===== config.mk =====
export PLATFORM = sky130hd
export DESIGN_NAME = alc_gain_seq
export DESIGN_NICKNAME = d
export VERILOG_FILES = /design/src/rtl/alc_pkg.sv /design/src/rtl/alc_ctrl.sv /design/src/rtl/alc_datapath.sv /design/src/rtl/alc_gain_seq.sv
export SDC_FILE = /design/constraint.sdc
export NUM_CORES = 1
export LEC_CHECK = 0
export CELL_PAD_IN_SITES_DETAIL_PLACEMENT = 0
export CELL_PAD_IN_SITES_GLOBAL_PLACEMENT = 1
export CORE_MARGIN = 4
export CORE_UTILIZATION = 39
export DETAILED_ROUTE_END_ITERATION = 8
export GPL_TIMING_DRIVEN = 0
export HOLD_SLACK_MARGIN = 0.02
export PLACE_DENSITY_LB_ADDON = 0.1
export REMOVE_ABC_BUFFERS = 1
export SLEW_MARGIN = 10
export SYNTH_ARGS = -nofsm -noshare
export SYNTH_HDL_FRONTEND = slang
export SYNTH_SLANG_ARGS = --single-unit

===== constraint.sdc =====
create_clock -name clk -period 2.9 [get_ports clk]
set_input_delay 0.58 -clock clk [delete_from_list [all_inputs] [get_ports clk]]
set_output_delay 0.58 -clock clk [all_outputs]
set_load 0.01 [all_outputs]

===== src/rtl/alc_pkg.sv =====
package alc_pkg;
  typedef struct packed {
    logic load;
    logic stepUp;
    logic stepDown;
  } alcStb_t;

  localparam int STEP_LSB = 3;
endpackage


===== src/rtl/alc_ctrl.sv =====
module alc_ctrl
  import alc_pkg::*;
#(
  parameter int PW     = 16,
  parameter int HOLD_W = 22,
  parameter int RATE_W = 16
) (
  input  logic          clk,
  input  logic          rstN,
  input  logic          sampleStb,
  input  logic          alcEnable,
  input  logic          limiterMode,
  input  logic [PW-1:0] peakMag,
  input  logic [PW-1:0] targetLevel,
  input  logic [3:0]    holdSel,
  input  logic [3:0]    attackSel,
  input  logic [3:0]    decaySel,
  output alcStb_t       strobes
);
  localparam logic [PW-1:0] OVL_TH = PW'(7) << (PW - 3);

  logic              prevEn, prevMode;
  logic [HOLD_W-1:0] holdCnt, holdLim;
  logic [RATE_W-1:0] atkCnt, dcyCnt, atkTop, dcyTop;
  logic              overload, above, load, holdDone, atkDue, dcyDue;

  always_comb begin
    overload = !limiterMode && (peakMag > OVL_TH);
    above    = peakMag > targetLevel;
    load     = !alcEnable || !prevEn || (limiterMode != prevMode);
    if (limiterMode || holdSel == 4'd0) holdLim = '0;
    else holdLim = HOLD_W'(128) << (holdSel - 4'd1);
    holdDone = holdCnt >= holdLim;
    atkTop   = (RATE_W'(1) << attackSel) - RATE_W'(1);
    dcyTop   = (RATE_W'(1) << decaySel) - RATE_W'(1);
    atkDue   = atkCnt == atkTop;
    dcyDue   = dcyCnt == dcyTop;
    strobes.load     = load;
    strobes.stepDown = !load && sampleStb && (overload || (above && atkDue));
    strobes.stepUp   = !load && sampleStb && !overload && !above && holdDone && dcyDue;
  end

  always_ff @(posedge clk or negedge rstN) begin
    if (!rstN) begin
      prevEn   <= 1'b0;
      prevMode <= 1'b0;
      holdCnt  <= '0;
      atkCnt   <= '0;
      dcyCnt   <= '0;
    end else begin
      prevEn   <= alcEnable;
      prevMode <= limiterMode;
      if (load) begin
        holdCnt <= '0;
        atkCnt  <= '0;
        dcyCnt  <= '0;
      end else if (sampleStb) begin
        if (overload) begin
          holdCnt <= '0;
          atkCnt  <= '0;
          dcyCnt  <= '0;
        end else if (above) begin
          holdCnt <= '0;
          dcyCnt  <= '0;
          atkCnt  <= atkDue ? '0 : atkCnt + RATE_W'(1);
        end else begin
          atkCnt <= '0;
          if (!holdDone) begin
            holdCnt <= holdCnt + HOLD_W'(1);
            dcyCnt  <= '0;
          end else begin
            dcyCnt <= dcyDue ? '0 : dcyCnt + RATE_W'(1);
          end
        end
      end
    end
  end

  AST_ONE_ACTION: assert property (@(posedge clk) disable iff (!rstN)
    $onehot0({strobes.load, strobes.stepUp, strobes.stepDown}));
  AST_NO_STEP_OFF_STROBE: assert property (@(posedge clk) disable iff (!rstN)
    !sampleStb |-> !(strobes.stepUp || strobes.stepDown));
  AST_OVL_FAST: assert property (@(posedge clk) disable iff (!rstN)
    (sampleStb && alcEnable && !limiterMode && peakMag > OVL_TH && !strobes.load)
      |-> strobes.stepDown);
  AST_UP_ONLY_BELOW: assert property (@(posedge clk) disable iff (!rstN)
    strobes.stepUp |-> (peakMag <= targetLevel));
endmodule


===== src/rtl/alc_datapath.sv =====
module alc_datapath
  import alc_pkg::*;
#(
  parameter int GW = 8
) (
  input  logic          clk,
  input  logic          rstN,
  input  alcStb_t       strobes,
  input  logic          limiterMode,
  input  logic [GW-1:0] staticGain,
  input  logic [2:0]    maxGainSel,
  input  logic [3:0]    maxAttenSel,
  output logic [GW-1:0] gainCode
);
  localparam int EW = GW + 3;
  localparam logic signed [EW-1:0] MINV = -(EW'(1) << (GW - 1));

  logic signed [EW-1:0] gainExt, statExt, ceilV, floorV, floorRaw, upV, downV;
  logic [3:0]           attenClip;

  always_comb begin
    gainExt   = EW'($signed(gainCode));
    statExt   = EW'($signed(staticGain));
    attenClip = (maxAttenSel > 4'd9) ? 4'd9 : maxAttenSel;
    if (limiterMode) begin
      ceilV    = statExt;
      floorRaw = statExt - EW'(4) * (EW'(3) + EW'(attenClip));
    end else begin
      ceilV    = (maxGainSel <= 3'd1) ? '0 : EW'(16) * (EW'(maxGainSel) - EW'(1));
      floorRaw = (maxAttenSel <= 4'd10) ? -EW'(4)
               : -EW'(4) - EW'(16) * (EW'(maxAttenSel) - EW'(10));
    end
    floorV = (floorRaw < MINV) ? MINV : floorRaw;
    upV    = (gainExt + EW'(STEP_LSB) > ceilV) ? ceilV : gainExt + EW'(STEP_LSB);
    downV  = (gainExt - EW'(STEP_LSB) < floorV) ? floorV : gainExt - EW'(STEP_LSB);
  end

  always_ff @(posedge clk or negedge rstN) begin
    if (!rstN)                 gainCode <= '0;
    else if (strobes.load)     gainCode <= staticGain;
    else if (strobes.stepDown) gainCode <= downV[GW-1:0];
    else if (strobes.stepUp)   gainCode <= upV[GW-1:0];
  end

  AST_LOAD_STATIC: assert property (@(posedge clk) disable iff (!rstN)
    strobes.load |=> gainCode == $past(staticGain));
  AST_CEILING: assert property (@(posedge clk) disable iff (!rstN)
    strobes.stepUp |=> EW'($signed(gainCode)) <= $past(ceilV));
  AST_FLOOR: assert property (@(posedge clk) disable iff (!rstN)
    strobes.stepDown |=> EW'($signed(gainCode)) >= $past(floorV));
  AST_IDLE_STABLE: assert property (@(posedge clk) disable iff (!rstN)
    !(strobes.load || strobes.stepUp || strobes.stepDown) |=> $stable(gainCode));
endmodule


===== src/rtl/alc_gain_seq.sv =====
module alc_gain_seq
  import alc_pkg::*;
#(
  parameter int PW = 16,
  parameter int GW = 8
) (
  input  logic          clk,
  input  logic          rstN,
  input  logic          sampleStb,
  input  logic          alcEnable,
  input  logic          limiterMode,
  input  logic [PW-1:0] peakMag,
  input  logic [PW-1:0] targetLevel,
  input  logic [GW-1:0] staticGain,
  input  logic [2:0]    maxGainSel,
  input  logic [3:0]    maxAttenSel,
  input  logic [3:0]    holdSel,
  input  logic [3:0]    attackSel,
  input  logic [3:0]    decaySel,
  output logic [GW-1:0] gainCode
);
  alcStb_t strobes;

  alc_ctrl #(.PW(PW)) uCtrl (
    .clk(clk), .rstN(rstN), .sampleStb(sampleStb), .alcEnable(alcEnable),
    .limiterMode(limiterMode), .peakMag(peakMag), .targetLevel(targetLevel),
    .holdSel(holdSel), .attackSel(attackSel), .decaySel(decaySel),
    .strobes(strobes)
  );

  alc_datapath #(.GW(GW)) uData (
    .clk(clk), .rstN(rstN), .strobes(strobes), .limiterMode(limiterMode),
    .staticGain(staticGain), .maxGainSel(maxGainSel), .maxAttenSel(maxAttenSel),
    .gainCode(gainCode)
  );
endmodule


==> flow_summary_export.csv, run 1 <==
group,metric,value,unit
run_status,status,"finished with violations",
run_status,violations,"setup timing",
floorplanning,fp.dieH,138,um
setup_path,ff2ff_setup_slack,-750,ps
setup_path,crit_required,3100,ps
sta,period_needed,4120,ps
final_layout,layout.nets,1137,
yosys,syn_area,6610,um^2
setup_path,worstPathArrival,4320,ps
final_layout,multiInputGateArea,5840,um^2
floorplanning,die_area,19100,um^2
cts,cts_hold_buf,0,
sta,hold_viol_final,0,
min_path,hp-class,"in2async",
routing,viasPerCell,5.85,
final_layout,drive_gt1_share,31.6,%
final_layout,syn_to_final_growth,48.8,%
sta,timing.final.ws_setup,-1220,ps
yosys,ys_warn_count,0,
sta,holdWs,44.4,ps
setup_path,slowest_stage,"a211oi_1",
placed_design,portBuffers,71,
sta,finalMaxSlewViolations,0,
yosys,synth_area_leaders,"dfrtp_1 (24%), ha_1 (12%), o21ai_0 (7.7%), nand2_1 (4.3%), nor2_1 (4.1%)",
routing,drtAntennaViolNets,0,
placed_design,gp_congestion,0.869,
pwr,ir_worst_vdd,311,uV
routing,via_count,7216,
setup_path,endpoint,"uData.gainCode[7]$_DFFE_PN0P_",
yosys,synth_seq_cells,64,
pwr,p_leak,4.17,nW
sta,fin_crit_sh,142,%
cts,htreeDepth,3,
grt,grt_max_degree,62,
grt,grt_overflow_total,0,
sta,setup_viol,56,
yosys,ys_types,73,
cts,cts_root_buf,"clkbuf_16",
floorplanning,dieWidth,138,um
routing,drc,0,
final_layout,diodes,0,
sta,slew_headroom,31.4,%
grt,antenna_found_initial,0,
yosys,yosysSeqAreaShare,24.2,%
yosys,synth_edf_count,0,
setup_path,start_kind,"input port",
run,drv_cap,0,
setup_path,crit_buf_inv,3,
yosys,ys_async_sr_fraction,100,%
yosys,synth_top_cell_area_share,24.2,%
cts,cts_inserted_buffers,9,
cts,cts_tree,"yes",
routing,drtIter0Drc,567,
setup_path,cp.depth,20,
cts,cts_buffer_depth,2,
setup_path,ff2ff_path_depth,14,
floorplanning,io_pins,72,
setup_path,path_delay_family,"compound AO/OA/AOI/OAI gates",
placed_design,postPlaceCellArea,7480,um^2
floorplanning,start_util,39.8,%
sta,skew,8.58,ps
sta,worstMarginPinSlew,1030,ps
sta,grt_setup_unrepaired,"yes",
setup_path,end_kind,"flip-flop",
setup_path,startpoint,"maxAttenSel[1]",
setup_path,cp_cell_sequence,"buf_8, or2_4, a21oi_4, a31oi_4, fa_2, a21o_1, a32oi_2, and2_4, o21ai_4, a21oi_4, buf_4, a31o_2, ha_1, a211oi_1, a41oi_4, buf_12, a31oi_4, nand2_1, o211ai_1, nand3_1",
yosys,synth-main-ff-cell,"dfrtp_1",
floorplanning,rows,47,
setup_path,criticalPathCategory,"in2reg",
cts,clk_pin_slew,60,ps
floorplanning,core_area,16600,um^2
setup_path,r2r_start,"uData.gainCode[0]$_DFFE_PN0P_",
pwr,powerDensity,341,nW/um^2
routing,first_pass_iters,5,
cts,clk_latency,330,ps
grt,grt_pass1_vias,6939,
final_layout,nFillCells,1455,
routing,routedWlPerCell,17.6,um
placed_design,dpl.hpwl,13900,um
setup_path,rr_endpoint,"uData.gainCode[5]$_DFFE_PN0P_",
pwr,total_power,3.35,mW
setup_path,cpPeakStageDelay,420,ps
setup_path,critical_path.max_fanout,5,
yosys,syn_area_per_cell,7.55,um^2
sta,fmax,0.243,GHz
grt,grt_pass1_wl,34100,um
final_layout,seq_area,1600,um^2
grt,gr-usage-all-layers,20.9,%
cts,clock_sink_count,64,
yosys,synth_cells,875,
yosys,yosys.area.top_type,"dfrtp_1",
final_layout,fin_area,9830,um^2
routing,drt-total-wl,21700,um
placed cells by master (no fill, tap or decap), drive strengths merged, types with 5 or more instances in the layout:
master	synthesis	final
buf	12	106
o21ai	104	104
nand2	76	77
nor2	73	73
dfrtp	64	64
ha	64	64
a21oi	51	51
inv	49	50
nand3	48	48
and3	34	34
xor2	23	23
xnor2	20	20
nand4	19	19
clkdlybuf4s50	0	19
nor3	19	19
clkbuf	30	19
dlygate4sd2	0	16
nand2b	16	16
or3	11	12
nor2b	10	10
a211oi	10	10
nor4	10	10
o211ai	9	9
and2	9	9
clkdlybuf4s15	0	8
a31oi	7	8
a21o	6	6
o22ai	6	6
a31o	6	6
o31ai	6	6
o21a	5	5
a211o	5	5
or4	5	5
Yosys cell counts, types with 3 or more instances:
library cell	number
a31oi_1	7
a221o_1	3
dfrtp_1	64
a31o_2	5
a21oi_1	50
ha_1	64
and2_1	9
or3b_2	3
nand2_1	76
inv_1	49
and4b_1	3
o2bb2ai_1	3
mux2_2	4
and3b_1	4
nor4_1	9
or3_1	11
nor3_1	19
o211ai_1	9
xnor2_1	20
and3_1	34
a211o_1	5
or4_1	5
a21o_1	6
nor2b_1	10
o31ai_1	6
nand4_1	19
nand2b_1	16
mux2i_1	3
o21ai_0	101
a211oi_1	10
nand3_1	48
o21a_1	5
o22ai_1	6
nor3b_1	4
nor2_1	73
clkbuf_1	30
buf_2	11
xor2_1	23
per-layer routing:
metal	vias up	GRT usage [%]	share of wire, %
met4	0	4.73	1.3
met1	3526	27.6	45
met2	180	36.3	50
met3	27	3.25	4.0
met5	-	0	0
li1	3483	-	-
stage by stage:
| stage | utilization [%] | std cells | TNS, ps | setup slack [ps] |
|---|---|---|---|---|
| 4_1_cts | 53.9 | 1197 | -21100 | -1090 |
| 6_report | 59.3 | 1233 | -19440 | -1220 |
| 2_1_floorplan | - | 833 | -29220 | -1430 |
| 3_5_place_dp | 45.1 | 1127 | -141360 | -2650 |
| 5_1_grt | 59.3 | 1233 | -25740 | -1380 |
| 3_3_place_gp | 44.7 | 1124 | -211340 | -2950 |
power breakdown:
part	switching, mW	internal (mW)	leakage, nW
sequential	0.0287	0.906	0.871
combinational	0.619	0.570	3.13
clock	0.418	0.807	0.167
total	1.07	2.28	4.17
sequential cells by signal, summed over array words and instances, names as in the netlist:
signal and cells:
uCtrl.prevEn 1, uData.gainCode 8, uCtrl.atkCnt 16, uCtrl.dcyCnt 16, uCtrl.prevMode 1, uCtrl.holdCnt 22
logic make-up (layout without fill, tap and decap cells):
kind of cell,count (synthesis),in the layout,share of synthesized area [%]
AND/OR/NAND/NOR,355,357,27.7
AO/OA/AOI/OAI,249,250,23.3
buffers and inverters,91,226,5.44
adder cells (fa/ha/maj),65,65,12.4
flip-flops,64,64,24.2
XOR/XNOR,43,43,5.70
multiplexers,7,7,1.14
other,1,1,0.0568
layout make-up:
class	instances	share of cell area, %
Multi-Input combinational cell	723	59.4
Clock buffer	11	2.57
Clock inverter	5	0.878
Timing Repair Buffer	161	16.2
Sequential cell	64	16.3
Inverter	49	1.93
Tap cell	220	2.80
how the worst min path moves through the flow:
stage                            startpoint                           end  slack (ps)  cells past startpoint
6_report                               rstN   uCtrl.atkCnt[4]$_DFFE_PN0P_          40                      1
5_1_grt                                rstN   uCtrl.atkCnt[0]$_DFFE_PN0P_          30                      1
4_1_cts                                rstN   uCtrl.atkCnt[4]$_DFFE_PN0P_          30                      1
3_5_place_dp                           rstN   uCtrl.atkCnt[4]$_DFFE_PN0P_         390                      1
3_3_place_gp   uCtrl.atkCnt[15]$_DFFE_PN0P_  uCtrl.atkCnt[15]$_DFFE_PN0P_         520                      2
2_1_floorplan                          rstN   uCtrl.atkCnt[0]$_DFFE_PN0P_         280                      0
repair_timing:
action	4_1_cts	5_1_grt
setup endpoints to repair	62	62
setup buffers	50	35
pin swaps	53	98
gates cloned	4	2
resized for setup	282	202
(Power assumes the default switching activity.)
==> inputs of run 2 (changes only) <==
Settings changed: CAP_MARGIN from default to 5.
==> results of run 2 <==
Final layout, timing and power as in run 1 (identical DEF).
==> inputs of run 3 (changes only) <==
Settings changed: GPL_ROUTABILITY_DRIVEN from default to 0.
==> results of run 3 <==
Final layout, timing and power as in run 1 (identical DEF).
